==> src/rtl/uart_rx_pkg.sv <==
package uart_rx_pkg;
  typedef enum logic [1:0] {
    RX_HUNT  = 2'd0,
    RX_START = 2'd1,
    RX_DATA  = 2'd2,
    RX_STOP  = 2'd3
  } rx_state_e;

  function automatic logic vote3(input logic a, input logic b, input logic c);
    return (a & b) | (a & c) | (b & c);
  endfunction
endpackage

==> src/rtl/uart_rx_sync.sv <==
module uart_rx_sync #(
  parameter int STAGES = 2
) (
  input  logic clk,
  input  logic rst,
  input  logic d,
  output logic q
);
  logic [STAGES-1:0] sr;

  generate
    if (STAGES == 1) begin : g_one
      always_ff @(posedge clk) begin
        if (rst) sr <= '1;
        else     sr <= d;
      end
    end else begin : g_chain
      always_ff @(posedge clk) begin
        if (rst) sr <= '1;
        else     sr <= {sr[STAGES-2:0], d};
      end
    end
  endgenerate

  assign q = sr[STAGES-1];
endmodule

==> src/rtl/uart_rx_framer.sv <==
module uart_rx_framer
  import uart_rx_pkg::*;
#(
  parameter int OSR    = 16,
  parameter int DATA_W = 8
) (
  input  logic              clk,
  input  logic              rst,
  input  logic              tick,
  input  logic              rx,
  input  logic              nine_mode,
  output logic              start_evt,
  output logic              false_evt,
  output logic              idle_evt,
  output logic              one_evt,
  output logic              char_evt,
  output logic              char_stop,
  output logic              char_zero,
  output logic [DATA_W-1:0] char_data,
  output logic              char_b8
);
  localparam int CW = $clog2(OSR + 1);
  localparam int IW = $clog2(OSR * (DATA_W + 3) + 1);
  localparam int BW = $clog2(DATA_W + 2);
  localparam logic [CW-1:0] RT_S1  = CW'(3);
  localparam logic [CW-1:0] RT_S2  = CW'(5);
  localparam logic [CW-1:0] RT_S3  = CW'(7);
  localparam logic [CW-1:0] RT_D1  = CW'(OSR / 2);
  localparam logic [CW-1:0] RT_D2  = CW'(OSR / 2 + 1);
  localparam logic [CW-1:0] RT_D3  = CW'(OSR / 2 + 2);
  localparam logic [CW-1:0] RT_END = CW'(OSR);
  localparam logic [IW-1:0] IDLE_8 = IW'(OSR * (DATA_W + 2));
  localparam logic [IW-1:0] IDLE_9 = IW'(OSR * (DATA_W + 3));

  rx_state_e         state;
  logic [CW-1:0]     cnt, cur;
  logic [BW-1:0]     bitn, last_bit;
  logic [IW-1:0]     idle_cnt, idle_lim;
  logic              va, vb, maj, allz, wait_hi, b8;
  logic [DATA_W-1:0] shreg;

  always_comb begin
    cur      = (cnt == RT_END) ? CW'(1) : cnt + CW'(1);
    maj      = vote3(va, vb, rx);
    idle_lim = nine_mode ? IDLE_9 : IDLE_8;
    last_bit = nine_mode ? BW'(DATA_W) : BW'(DATA_W - 1);
  end

  always_ff @(posedge clk) begin
    if (rst) begin
      state     <= RX_HUNT;
      cnt       <= '0;
      bitn      <= '0;
      va        <= 1'b0;
      vb        <= 1'b0;
      shreg     <= '0;
      b8        <= 1'b0;
      allz      <= 1'b1;
      wait_hi   <= 1'b1;
      idle_cnt  <= '0;
      start_evt <= 1'b0;
      false_evt <= 1'b0;
      idle_evt  <= 1'b0;
      one_evt   <= 1'b0;
      char_evt  <= 1'b0;
      char_stop <= 1'b1;
      char_zero <= 1'b0;
    end else begin
      start_evt <= 1'b0;
      false_evt <= 1'b0;
      idle_evt  <= 1'b0;
      char_evt  <= 1'b0;
      one_evt   <= tick & rx;
      if (tick) begin
        case (state)
          RX_HUNT: begin
            if (rx) begin
              wait_hi <= 1'b0;
              if (idle_cnt < idle_lim) begin
                idle_cnt <= idle_cnt + IW'(1);
                if (idle_cnt == idle_lim - IW'(1)) idle_evt <= 1'b1;
              end
            end else begin
              idle_cnt <= '0;
              if (!wait_hi) begin
                state     <= RX_START;
                cnt       <= CW'(1);
                start_evt <= 1'b1;
                allz      <= 1'b1;
                b8        <= 1'b0;
              end
            end
          end
          RX_START: begin
            cnt <= cur;
            if (cur == RT_S1) va <= rx;
            if (cur == RT_S2) vb <= rx;
            if (cur == RT_S3 && maj) begin
              false_evt <= 1'b1;
              state     <= RX_HUNT;
            end else if (cur == RT_END) begin
              state <= RX_DATA;
              bitn  <= '0;
            end
          end
          RX_DATA: begin
            cnt <= cur;
            if (cur == RT_D1) va <= rx;
            if (cur == RT_D2) vb <= rx;
            if (cur == RT_D3) begin
              if (bitn < BW'(DATA_W)) shreg <= {maj, shreg[DATA_W-1:1]};
              else                    b8    <= maj;
              allz <= allz & ~maj;
            end
            if (cur == RT_END) begin
              if (bitn == last_bit) state <= RX_STOP;
              else                  bitn  <= bitn + BW'(1);
            end
          end
          RX_STOP: begin
            cnt <= cur;
            if (cur == RT_D1) va <= rx;
            if (cur == RT_D2) vb <= rx;
            if (cur == RT_D3) begin
              char_evt  <= 1'b1;
              char_stop <= maj;
              char_zero <= allz & ~maj;
              wait_hi   <= ~maj;
              idle_cnt  <= '0;
              state     <= RX_HUNT;
            end
          end
          default: state <= RX_HUNT;
        endcase
      end
    end
  end

  assign char_data = shreg;
  assign char_b8   = b8;

  p_one_event_r6: assert property (@(posedge clk) disable iff (rst)
    $countones({start_evt, false_evt, idle_evt, char_evt}) <= 1);
  p_char_from_stop_r7: assert property (@(posedge clk) disable iff (rst)
    char_evt |-> $past(state) == RX_STOP && state == RX_HUNT);
endmodule

==> src/rtl/uart_rx_flags.sv <==
module uart_rx_flags #(
  parameter int DATA_W = 8
) (
  input  logic              clk,
  input  logic              rst,
  input  logic              nine_mode,
  input  logic              start_evt,
  input  logic              false_evt,
  input  logic              idle_evt,
  input  logic              one_evt,
  input  logic              char_evt,
  input  logic              char_stop,
  input  logic              char_zero,
  input  logic [DATA_W-1:0] char_data,
  input  logic              char_b8,
  input  logic              stat_rd,
  input  logic              data_rd,
  input  logic              other_rd,
  output logic              brk_flag,
  output logic              rxip_flag,
  output logic              fe_flag,
  output logic              rdf_flag,
  output logic [DATA_W-1:0] rx_data,
  output logic              rx_bit8
);
  logic [2:0] arm, clr;
  logic       rearm, brk_det;

  always_comb begin
    brk_det = char_evt & char_zero & rearm;
    clr     = data_rd ? arm : 3'b000;
  end

  always_ff @(posedge clk) begin
    if (rst) begin
      brk_flag  <= 1'b0;
      rxip_flag <= 1'b0;
      fe_flag   <= 1'b0;
      rdf_flag  <= 1'b0;
      arm       <= 3'b000;
      rearm     <= 1'b1;
    end else begin
      brk_flag <= (brk_flag & ~clr[2]) | brk_det;
      fe_flag  <= (fe_flag  & ~clr[1]) | (char_evt & ~char_stop);
      rdf_flag <= (rdf_flag & ~clr[0]) | char_evt;
      if (start_evt)                  rxip_flag <= 1'b1;
      else if (false_evt || idle_evt) rxip_flag <= 1'b0;
      if (stat_rd)                    arm <= {brk_flag, fe_flag, rdf_flag};
      else if (data_rd || other_rd)   arm <= 3'b000;
      if (brk_det)                    rearm <= 1'b0;
      else if (one_evt && !brk_flag)  rearm <= 1'b1;
    end
  end

  always_ff @(posedge clk) begin
    if (char_evt) begin
      rx_data <= char_data;
      rx_bit8 <= nine_mode & char_b8 & ~char_zero;
    end
  end

  p_brk_side_r1: assert property (@(posedge clk) disable iff (rst)
    $rose(brk_flag) |-> fe_flag && rdf_flag);
  p_b8_break_r2: assert property (@(posedge clk) disable iff (rst)
    (char_evt && char_zero) |=> !rx_bit8);
  p_brk_fall_r3: assert property (@(posedge clk) disable iff (rst)
    $fell(brk_flag) |-> $past(data_rd));
  p_rxip_set_r5: assert property (@(posedge clk) disable iff (rst)
    start_evt |=> rxip_flag);
  p_rxip_fall_r6: assert property (@(posedge clk) disable iff (rst)
    $fell(rxip_flag) |-> $past(false_evt || idle_evt));
  p_rdf_set_r7: assert property (@(posedge clk) disable iff (rst)
    char_evt |=> rdf_flag);
  p_fe_fall_r10: assert property (@(posedge clk) disable iff (rst)
    $fell(fe_flag) |-> $past(data_rd));
endmodule

==> src/rtl/uart_rx_status.sv <==
module uart_rx_status #(
  parameter int OSR         = 16,
  parameter int DATA_W      = 8,
  parameter int SYNC_STAGES = 2
) (
  input  logic              clk,
  input  logic              rst,
  input  logic              os_tick,
  input  logic              rxd,
  input  logic              nine_mode,
  input  logic              stat_rd,
  input  logic              data_rd,
  input  logic              other_rd,
  output logic              brk_flag,
  output logic              rxip_flag,
  output logic              fe_flag,
  output logic              rdf_flag,
  output logic [DATA_W-1:0] rx_data,
  output logic              rx_bit8
);
  logic              rx_s;
  logic              start_evt, false_evt, idle_evt, one_evt;
  logic              char_evt, char_stop, char_zero, char_b8;
  logic [DATA_W-1:0] char_data;

  uart_rx_sync #(.STAGES(SYNC_STAGES)) sync_i (
    .clk(clk), .rst(rst), .d(rxd), .q(rx_s)
  );

  uart_rx_framer #(.OSR(OSR), .DATA_W(DATA_W)) framer_i (
    .clk(clk), .rst(rst), .tick(os_tick), .rx(rx_s), .nine_mode(nine_mode),
    .start_evt(start_evt), .false_evt(false_evt), .idle_evt(idle_evt),
    .one_evt(one_evt), .char_evt(char_evt), .char_stop(char_stop),
    .char_zero(char_zero), .char_data(char_data), .char_b8(char_b8)
  );

  uart_rx_flags #(.DATA_W(DATA_W)) flags_i (
    .clk(clk), .rst(rst), .nine_mode(nine_mode),
    .start_evt(start_evt), .false_evt(false_evt), .idle_evt(idle_evt),
    .one_evt(one_evt), .char_evt(char_evt), .char_stop(char_stop),
    .char_zero(char_zero), .char_data(char_data), .char_b8(char_b8),
    .stat_rd(stat_rd), .data_rd(data_rd), .other_rd(other_rd),
    .brk_flag(brk_flag), .rxip_flag(rxip_flag), .fe_flag(fe_flag),
    .rdf_flag(rdf_flag), .rx_data(rx_data), .rx_bit8(rx_bit8)
  );
endmodule

==> config.mk <==
export PLATFORM = sky130hd
export DESIGN_NAME = uart_rx_status
export DESIGN_NICKNAME = d
export VERILOG_FILES = /design/src/rtl/uart_rx_pkg.sv /design/src/rtl/uart_rx_sync.sv /design/src/rtl/uart_rx_framer.sv /design/src/rtl/uart_rx_flags.sv /design/src/rtl/uart_rx_status.sv
export SDC_FILE = /design/constraint.sdc
export NUM_CORES = 1
export LEC_CHECK = 0
export BUFFER_PORTS_ARGS = -buffer_cell sky130_fd_sc_hd__buf_4
export CORE_ASPECT_RATIO = 1.1
export CORE_MARGIN = 8
export CORE_UTILIZATION = 25
export CTS_CLUSTER_DIAMETER = 80
export CTS_CLUSTER_SIZE = 12
export DETAILED_ROUTE_END_ITERATION = 16
export PLACE_DENSITY = 0.4
export SETUP_SLACK_MARGIN = 0.02
export SLEW_MARGIN = 20
export SYNTH_ARGS = -nofsm -noshare
export SYNTH_HDL_FRONTEND = slang
export SYNTH_SLANG_ARGS = --single-unit
==> constraint.sdc <==
create_clock -name clk -period 6.37 [get_ports clk]
set_clock_uncertainty 0.2 [all_clocks]
set_input_delay 0 -clock clk [delete_from_list [all_inputs] [get_ports clk]]
set_output_delay 0 -clock clk [all_outputs]
set_load 0.05 [all_outputs]
==> results of run 1 <==
-- worst max path at each step --
| stage | startpoint | to | slack (ns) |
|---|---|---|---|
| after floorplan | framer_i.cnt[0] | flop | 3.99 |
| after global placement | framer_i.cnt[0] | framer_i.char_data[0] | 3.67 |
| after detailed placement | framer_i.cnt[0] | framer_i.char_data[5] | 3.60 |
| after CTS | framer_i.cnt[0] | framer_i.char_data[5] | 3.59 |
| after global routing | framer_i.cnt[0] | framer_i.char_data[4] | 3.39 |
| final | framer_i.cnt[0] | framer_i.char_data[5] | 3.62 |
-- logic make-up (layout without fill, tap and decap cells) --
| kind of cell | after synthesis | in the layout |
|---|---|---|
| XOR/XNOR | 3 | 3 |
| buffers and inverters | 22 | 57 |
| adder cells (fa/ha/maj) | 13 | 13 |
| AND/OR/NAND/NOR | 140 | 140 |
| multiplexers | 19 | 19 |
| flip-flops | 58 | 58 |
| AO/OA/AOI/OAI | 58 | 58 |
-- power by group through the flow --
stage	Sequential (mW)	Combinational, mW	Clock (mW)
floorplan	0.384	0.0219	0
global placement	0.385	0.0337	0
detailed placement	0.385	0.0332	0
CTS	0.377	0.0372	0.457
global route	0.378	0.0413	0.479
finish	0.377	0.0366	0.446
-- placed cells by master, fill, tap and decap left out, types with 2 or more instances in the layout --
cell type,instances
and2_1,4
a311oi_1,2
a31oi_1,2
o21ai_0,11
inv_1,10
mux2i_1,16
mux4_2,2
or2_2,3
buf_4,20
a21oi_1,22
o211ai_1,3
ha_1,12
nand2b_1,3
edfxtp_1,9
nand4_1,5
nor2b_1,10
a22oi_1,2
clkinvlp_4,3
nor2_1,40
a41oi_1,2
clkinv_2,2
and3b_1,2
a211oi_1,4
nand4b_1,2
dlygate4sd3_1,11
nor3_1,7
nor4_1,2
nand2_1,30
nand3_1,17
dfxtp_1,49
and3_1,4
clkbuf_16,9
-- cells in the mapped netlist, types with 2 or more instances --
master    number  share of area, %
and2_1         4              0.87
buf_6          2              0.79
nand2_1       30               3.9
a211oi_1       4               1.0
dfxtp_1       49                34
a311oi_1       2              0.61
and3_1         4              0.87
mux4_2         2               1.6
a21oi_1       22               3.8
clkbuf_1       6              0.79
mux2i_1       16               5.6
a22oi_1        2              0.52
nand4b_1       2              0.61
or2_2          3              0.66
nand4_1        5               1.1
ha_1          12               5.2
a41oi_1        2              0.61
nand3_1       17               3.0
inv_1         10               1.3
nor4_1         2              0.44
and3b_1        2              0.61
o211ai_1       3              0.79
nor3_1         7               1.2
a31oi_1        2              0.44
nand2b_1       3              0.66
o21ai_0       11               1.9
edfxtp_1       9               9.4
nor2b_1       10               2.2
nor2_1        40               5.2
buf_1          2              0.26
-- registers in the layout, indices dropped and copies added (netlist names), 2 cells and up, named ones only --
name / cells
flags_i.arm: 3
flags_i.rx_data: 8
framer_i.bitn: 4
framer_i.char_data: 8
framer_i.cnt: 5
framer_i.idle_cnt: 8
sync_i.sr: 2
-- per-stage QoR --
stage          hold WS, ns  util [%]  cells
2_1_floorplan      -0.0962         -    313
3_3_place_gp       -0.0147      27.6    471
3_5_place_dp       -0.0123      27.6    471
4_1_cts              0.189      31.1    498
5_1_grt              0.225      31.1    498
6_report             0.197      31.1    498
-- layout make-up --
class / count / area (sq um) / area share (%)
Tap cell: 150 / 188 / 5.33
Clock inverter: 6 / 41.3 / 1.17
Inverter: 10 / 37.5 / 1.07
Sequential cell: 58 / 1250 / 35.5
Timing Repair Buffer: 31 / 260 / 7.39
Clock buffer: 10 / 239 / 6.78
Multi-Input combinational cell: 233 / 1510 / 42.8
-- per-layer routing --
metal  GRT usage [%]  vias up  share of wire (%)
li1                -     1186                  -
met1            11.2     1067                 49
met2            14.4       26                 45
met3            3.30       13                3.9
met4            5.13        0                2.2
met5               0        -                  0
-- repair_timing --
item,CTS,global route
hold buffers,11,0
setup endpoints to repair,0,0
endpoints found under the hold margin,34,0
buffers inserted,0,0
-- worst reg2reg max path: cells and delay by family (launching register included) --
kind,cells,cell delay [ns]
DFF,1,0.43
muxes,2,0.75
adders and majority gates,1,0.33
and+or+nand+nor,4,0.91
==> reports/qor.yml, run 1 <==
die_w_um: 118
min_delay_path_depth: 3
start_util_pct: 25.2
cp.depth: 7
antenna_left: 0
vias: 2292
synth_ff_type: "dfxtp_1"
n_antenna_cell: 0
power_density_nw_per_um2: 244
holdPathEnd: "sync_i.sr[0]"
grt_pass1_vias: 2286
slew_headroom_pct: 51.0
slowest_stage: "mux4_2"
worstSetupStartpointType: "flop"
path_class: "flop to flop"
row_count: 41
drt-total-wl_mm: 6.54
pre_cts_slack_ns: 3.60
hold_class: "primary input to flop"
pwr-share-clk_pct: 51.9
syn_to_final_growth_pct: 23.2
syn-instance-count: 313
timing.rr.start: "framer_i.cnt[0]"
hold_viol_final: 0
synth_top_family_by_area: "simple AND/OR/NAND/NOR gates"
power.internal_uw: 662
die_area_sq_um: 15100
fillers: 1179
path_buf_inv: 0
netlist_area_sq_um: 2860
rsz0062_at_grt: "no"
place_congestion: 0.763
fmax_mhz: 363
synth_xor_area_share_pct: 1.44
drive_above_1_share_pct: 13.8
synth_compound_area_share_pct: 13.2
tightest_slew_ns: 0.730
yosysSeqAreaShare_pct: 43.7
switchingPower_uw: 198
grt_max_degree: 42
first_pass_iters: 4
setup_violations: 0
clock_sinks: 58
core_area_sq_um: 11300
track_usage_pct: 9.34
cts_buffer_depth: 2
status: "finished clean"
timing.final.ws_setup_ns: 3.62
total_power_uw: 860
period_share_pct: 43.2
drt-initial-drc-count: 90
min_from: "rxd"
synth.area.mux_share_pct: 7.57
vias_per_cell: 4.60
dp_hpwl_mm: 4.64
async_reset_ff_share_pct: 0
place_area_sq_um: 3130
peakVddDrop_mv: 0.0856
syn_nets: 333
post_cts_resized: 0
reg2reg_depth: 7
path_clk_slew_ns: 0.05
ios: 21
portBuffers: 20
antenna_found_initial: 0
clockRootBuffer: "clkbuf_16"
switching_share_pct: 23.0
grt_pass1_wl_mm: 11.2
htreeDepth: 3
critPathMaxStageDelay_ns: 0.50
p_seq_share_pct: 43.9
synth_area_per_cell_sq_um: 9.14
cp.required_ns: 6.37
timing.final.crit_period_ns: 2.75
p_leak_nw: 1.25
cts-buffers-inserted: 9
die_h_um: 128
yosysWarnings: 0
synth_cell_types: 58
crit_path_end_kind: "flop"
tns_ns: 0
synth_edf_count: 9
grt_overflow_total: 0
final_nets: 363
cpLargestDelayFamily: "simple AND/OR/NAND/NOR gates"
clk_latency_ns: 0.33
cts_tree: "yes"
wire_per_inst_um: 13.1
power_frac_comb_pct: 4.3
crit_fanout: 8
crit_chain: "ha_1, nand2_1, mux4_2, nor3_2, and3b_1, mux2i_1, nor2_1"
drc: 0
ys_seq_elements: 58
synth_simple_gate_area_share_pct: 24.9
drv_cap: 0
slew_viol_final: 0
r2r_slack_ns: 3.62
reg2reg_to: "framer_i.char_data[5]"
synth_adder_area_share_pct: 5.60
finish.instance_area_sq_um: 3520
cp.arrival_ns: 2.76
Note: power is estimated with default switching activity, not from simulation.
==> run 2: changes to the inputs <==
clock period = 2.9 ns   (was 6.37 ns; I/O delays follow)
==> run 2 against run 1 <==
Sequential power rose by 120%. Largest power group unchanged. Global-route usage is 0.070 points higher. Worst hold slack better by 0.0085 ns. Cell count grew 1.2%. First-iteration DRC count down 4.4%. Clock power is 110% higher. Maximum frequency up 6.6%.
==> reports/qor.yml, run 2 (synthesized netlist as in run 1, its figures left out) <==
total_power_mw: 1.85  # +120%
crit_end: "framer_i.char_data[2]"
drt-total-wl_mm: 6.80  # +4.0%
grt_overflow_total: 0  # unchanged
start_util_pct: 25.2  # unchanged
cp.required_ns: 2.90  # -3.47 ns
post_cts_resized: 0  # unchanged
path_buf_inv: 1  # +1
slowest_stage: "mux4_2"
cp.depth: 8  # +1
cts_tree: "yes"
p_leak_nw: 1.28  # +2.3%
crit_chain: "ha_1, nand2_1, mux4_2, nor3_2, and3b_1, buf_4, mux2i_1, nor2_1"
dp_hpwl_mm: 4.85  # +4.4%
timing.final.crit_period_ns: 2.58  # -0.170 ns
period_share_pct: 89.1  # +46 points
timing.rr.start: "framer_i.cnt[0]"
die_w_um: 118  # unchanged
placed_cells: 477  # +1.3%
slew_viol_final: 0  # unchanged
path_clk_slew_ns: 0.05  # about the same
cp-startpoint: "framer_i.cnt[0]"
grt_max_degree: 42  # unchanged
place_congestion: 0.798  # +4.6%
status: "finished clean"
drive_above_1_share_pct: 15.0  # +1.2 points
core_area_sq_um: 11300  # unchanged
ios: 21  # unchanged
vias_per_cell: 4.66  # +1.2%
crit_path_end_kind: "flop"
hold_class: "primary input to flop"
clock_sinks: 58  # unchanged
path_class: "flop to flop"
tightest_slew_ns: 0.533  # -0.197 ns
row_count: 41  # unchanged
fmax_mhz: 387  # +6.6%
drc: 0  # unchanged
final_nets: 369  # +1.7%
slew_headroom_pct: 64.4  # +13 points
hold_viol_final: 0  # unchanged
first_pass_iters: 5  # +1
die_area_sq_um: 15100  # unchanged
portBuffers: 20  # unchanged
cpLargestDelayFamily: "multiplexers"
r2r_slack_ns: 0.32  # -3.30 ns
rsz0062_at_grt: "no"
setup_violations: 0  # unchanged
vias: 2347  # +2.4%
clockRootBuffer: "clkbuf_16"
peakVddDrop_mv: 0.187  # +120%
timing.final.ws_setup_ns: 0.316  # -3.30 ns
final_core_util_pct: 31.4  # +0.32 points
track_usage_pct: 9.41  # +0.070 points
final_common_cell: "dfxtp_1"
cts_hold_buf: 11  # unchanged
clk_latency_ns: 0.32  # about the same
crit_fanout: 8  # unchanged
grt_pass1_vias: 2212  # -3.2%
reg2reg_to: "framer_i.char_data[2]"
drv_cap: 0  # unchanged
cts_setup_buffers: 0  # unchanged
htreeDepth: 3  # unchanged
wire_per_inst_um: 13.5  # +2.8%
cp.arrival_ns: 2.58  # -0.18 ns
layout_common_cells: "49 x dfxtp_1, 40 x nor2_1, 30 x nand2_1"
tns_ns: 0  # unchanged
drt-initial-drc-count: 86  # -4.4%
min_from: "rxd"
pre_cts_slack_ns: 0.316  # -3.28 ns
critPathMaxStageDelay_ns: 0.51  # about the same
die_h_um: 128  # unchanged
fillers: 1180  # +0.085%
min_delay_path_depth: 3  # unchanged
grt_pass1_wl_mm: 11.2  # -0.50%
cts-buffers-inserted: 9  # unchanged
antenna_found_initial: 0  # unchanged
power_density_nw_per_um2: 521  # +110%
final_cell_count_no_fill: 504  # +1.2%
cts_buffer_depth: 2  # unchanged
antenna_left: 0  # unchanged
syn_to_final_growth_pct: 24.5
n_antenna_cell: 0  # unchanged
worstSetupStartpointType: "flop"
reg2reg_depth: 8  # +1
-- run 2: power by group --
part	internal, mW	switching, mW
clock network	0.573	0.369
registers	0.822	0.00602
logic	0.0337	0.0499
total	1.43	0.425
-- run 2: area by class of cell --
cell class	count	area, sq um	share of cell area [%]
timing repair buffer	37	305	8.58
clock buffer	9	225	6.33
sequential	58	1250	35.1
tap	150	188	5.27
clock inverter	7	46.3	1.30
multi-input combinational	233	1510	42.3
inverter	10	37.5	1.05
-- run 2: how the worst min path moves through the flow --
stage                    to  slack (ns)
6_report       sync_i.sr[0]        0.21
2_1_floorplan  sync_i.sr[0]        -0.1
3_5_place_dp   sync_i.sr[0]       -0.01
3_3_place_gp   sync_i.sr[0]       -0.01
5_1_grt        sync_i.sr[1]        0.22
4_1_cts        sync_i.sr[0]        0.19
-- run 2: per-layer routing --
layer  part of all wire (%)  global-route usage, %  vias up
li1                       -                      -     1191
met1                     47                   10.9     1112
met3                    3.8                   3.13        8
met5                      0                      0        -
met4                    2.2                   5.05        0
met2                     47                   15.2       36
-- run 2: tightest hold or removal path: stages --
cell	delay, ns
dlygate4sd3_1	0.52
buf_4	0.09
or2_2	0.08
-- run 2: through the flow --
step	hold WS, ns	instance area [sq um]
after floorplan	-0.0962	2860
after global placement	-0.0124	3180
after detailed placement	-0.00972	3180
after CTS	0.192	3560
after global routing	0.225	3560
final	0.205	3560
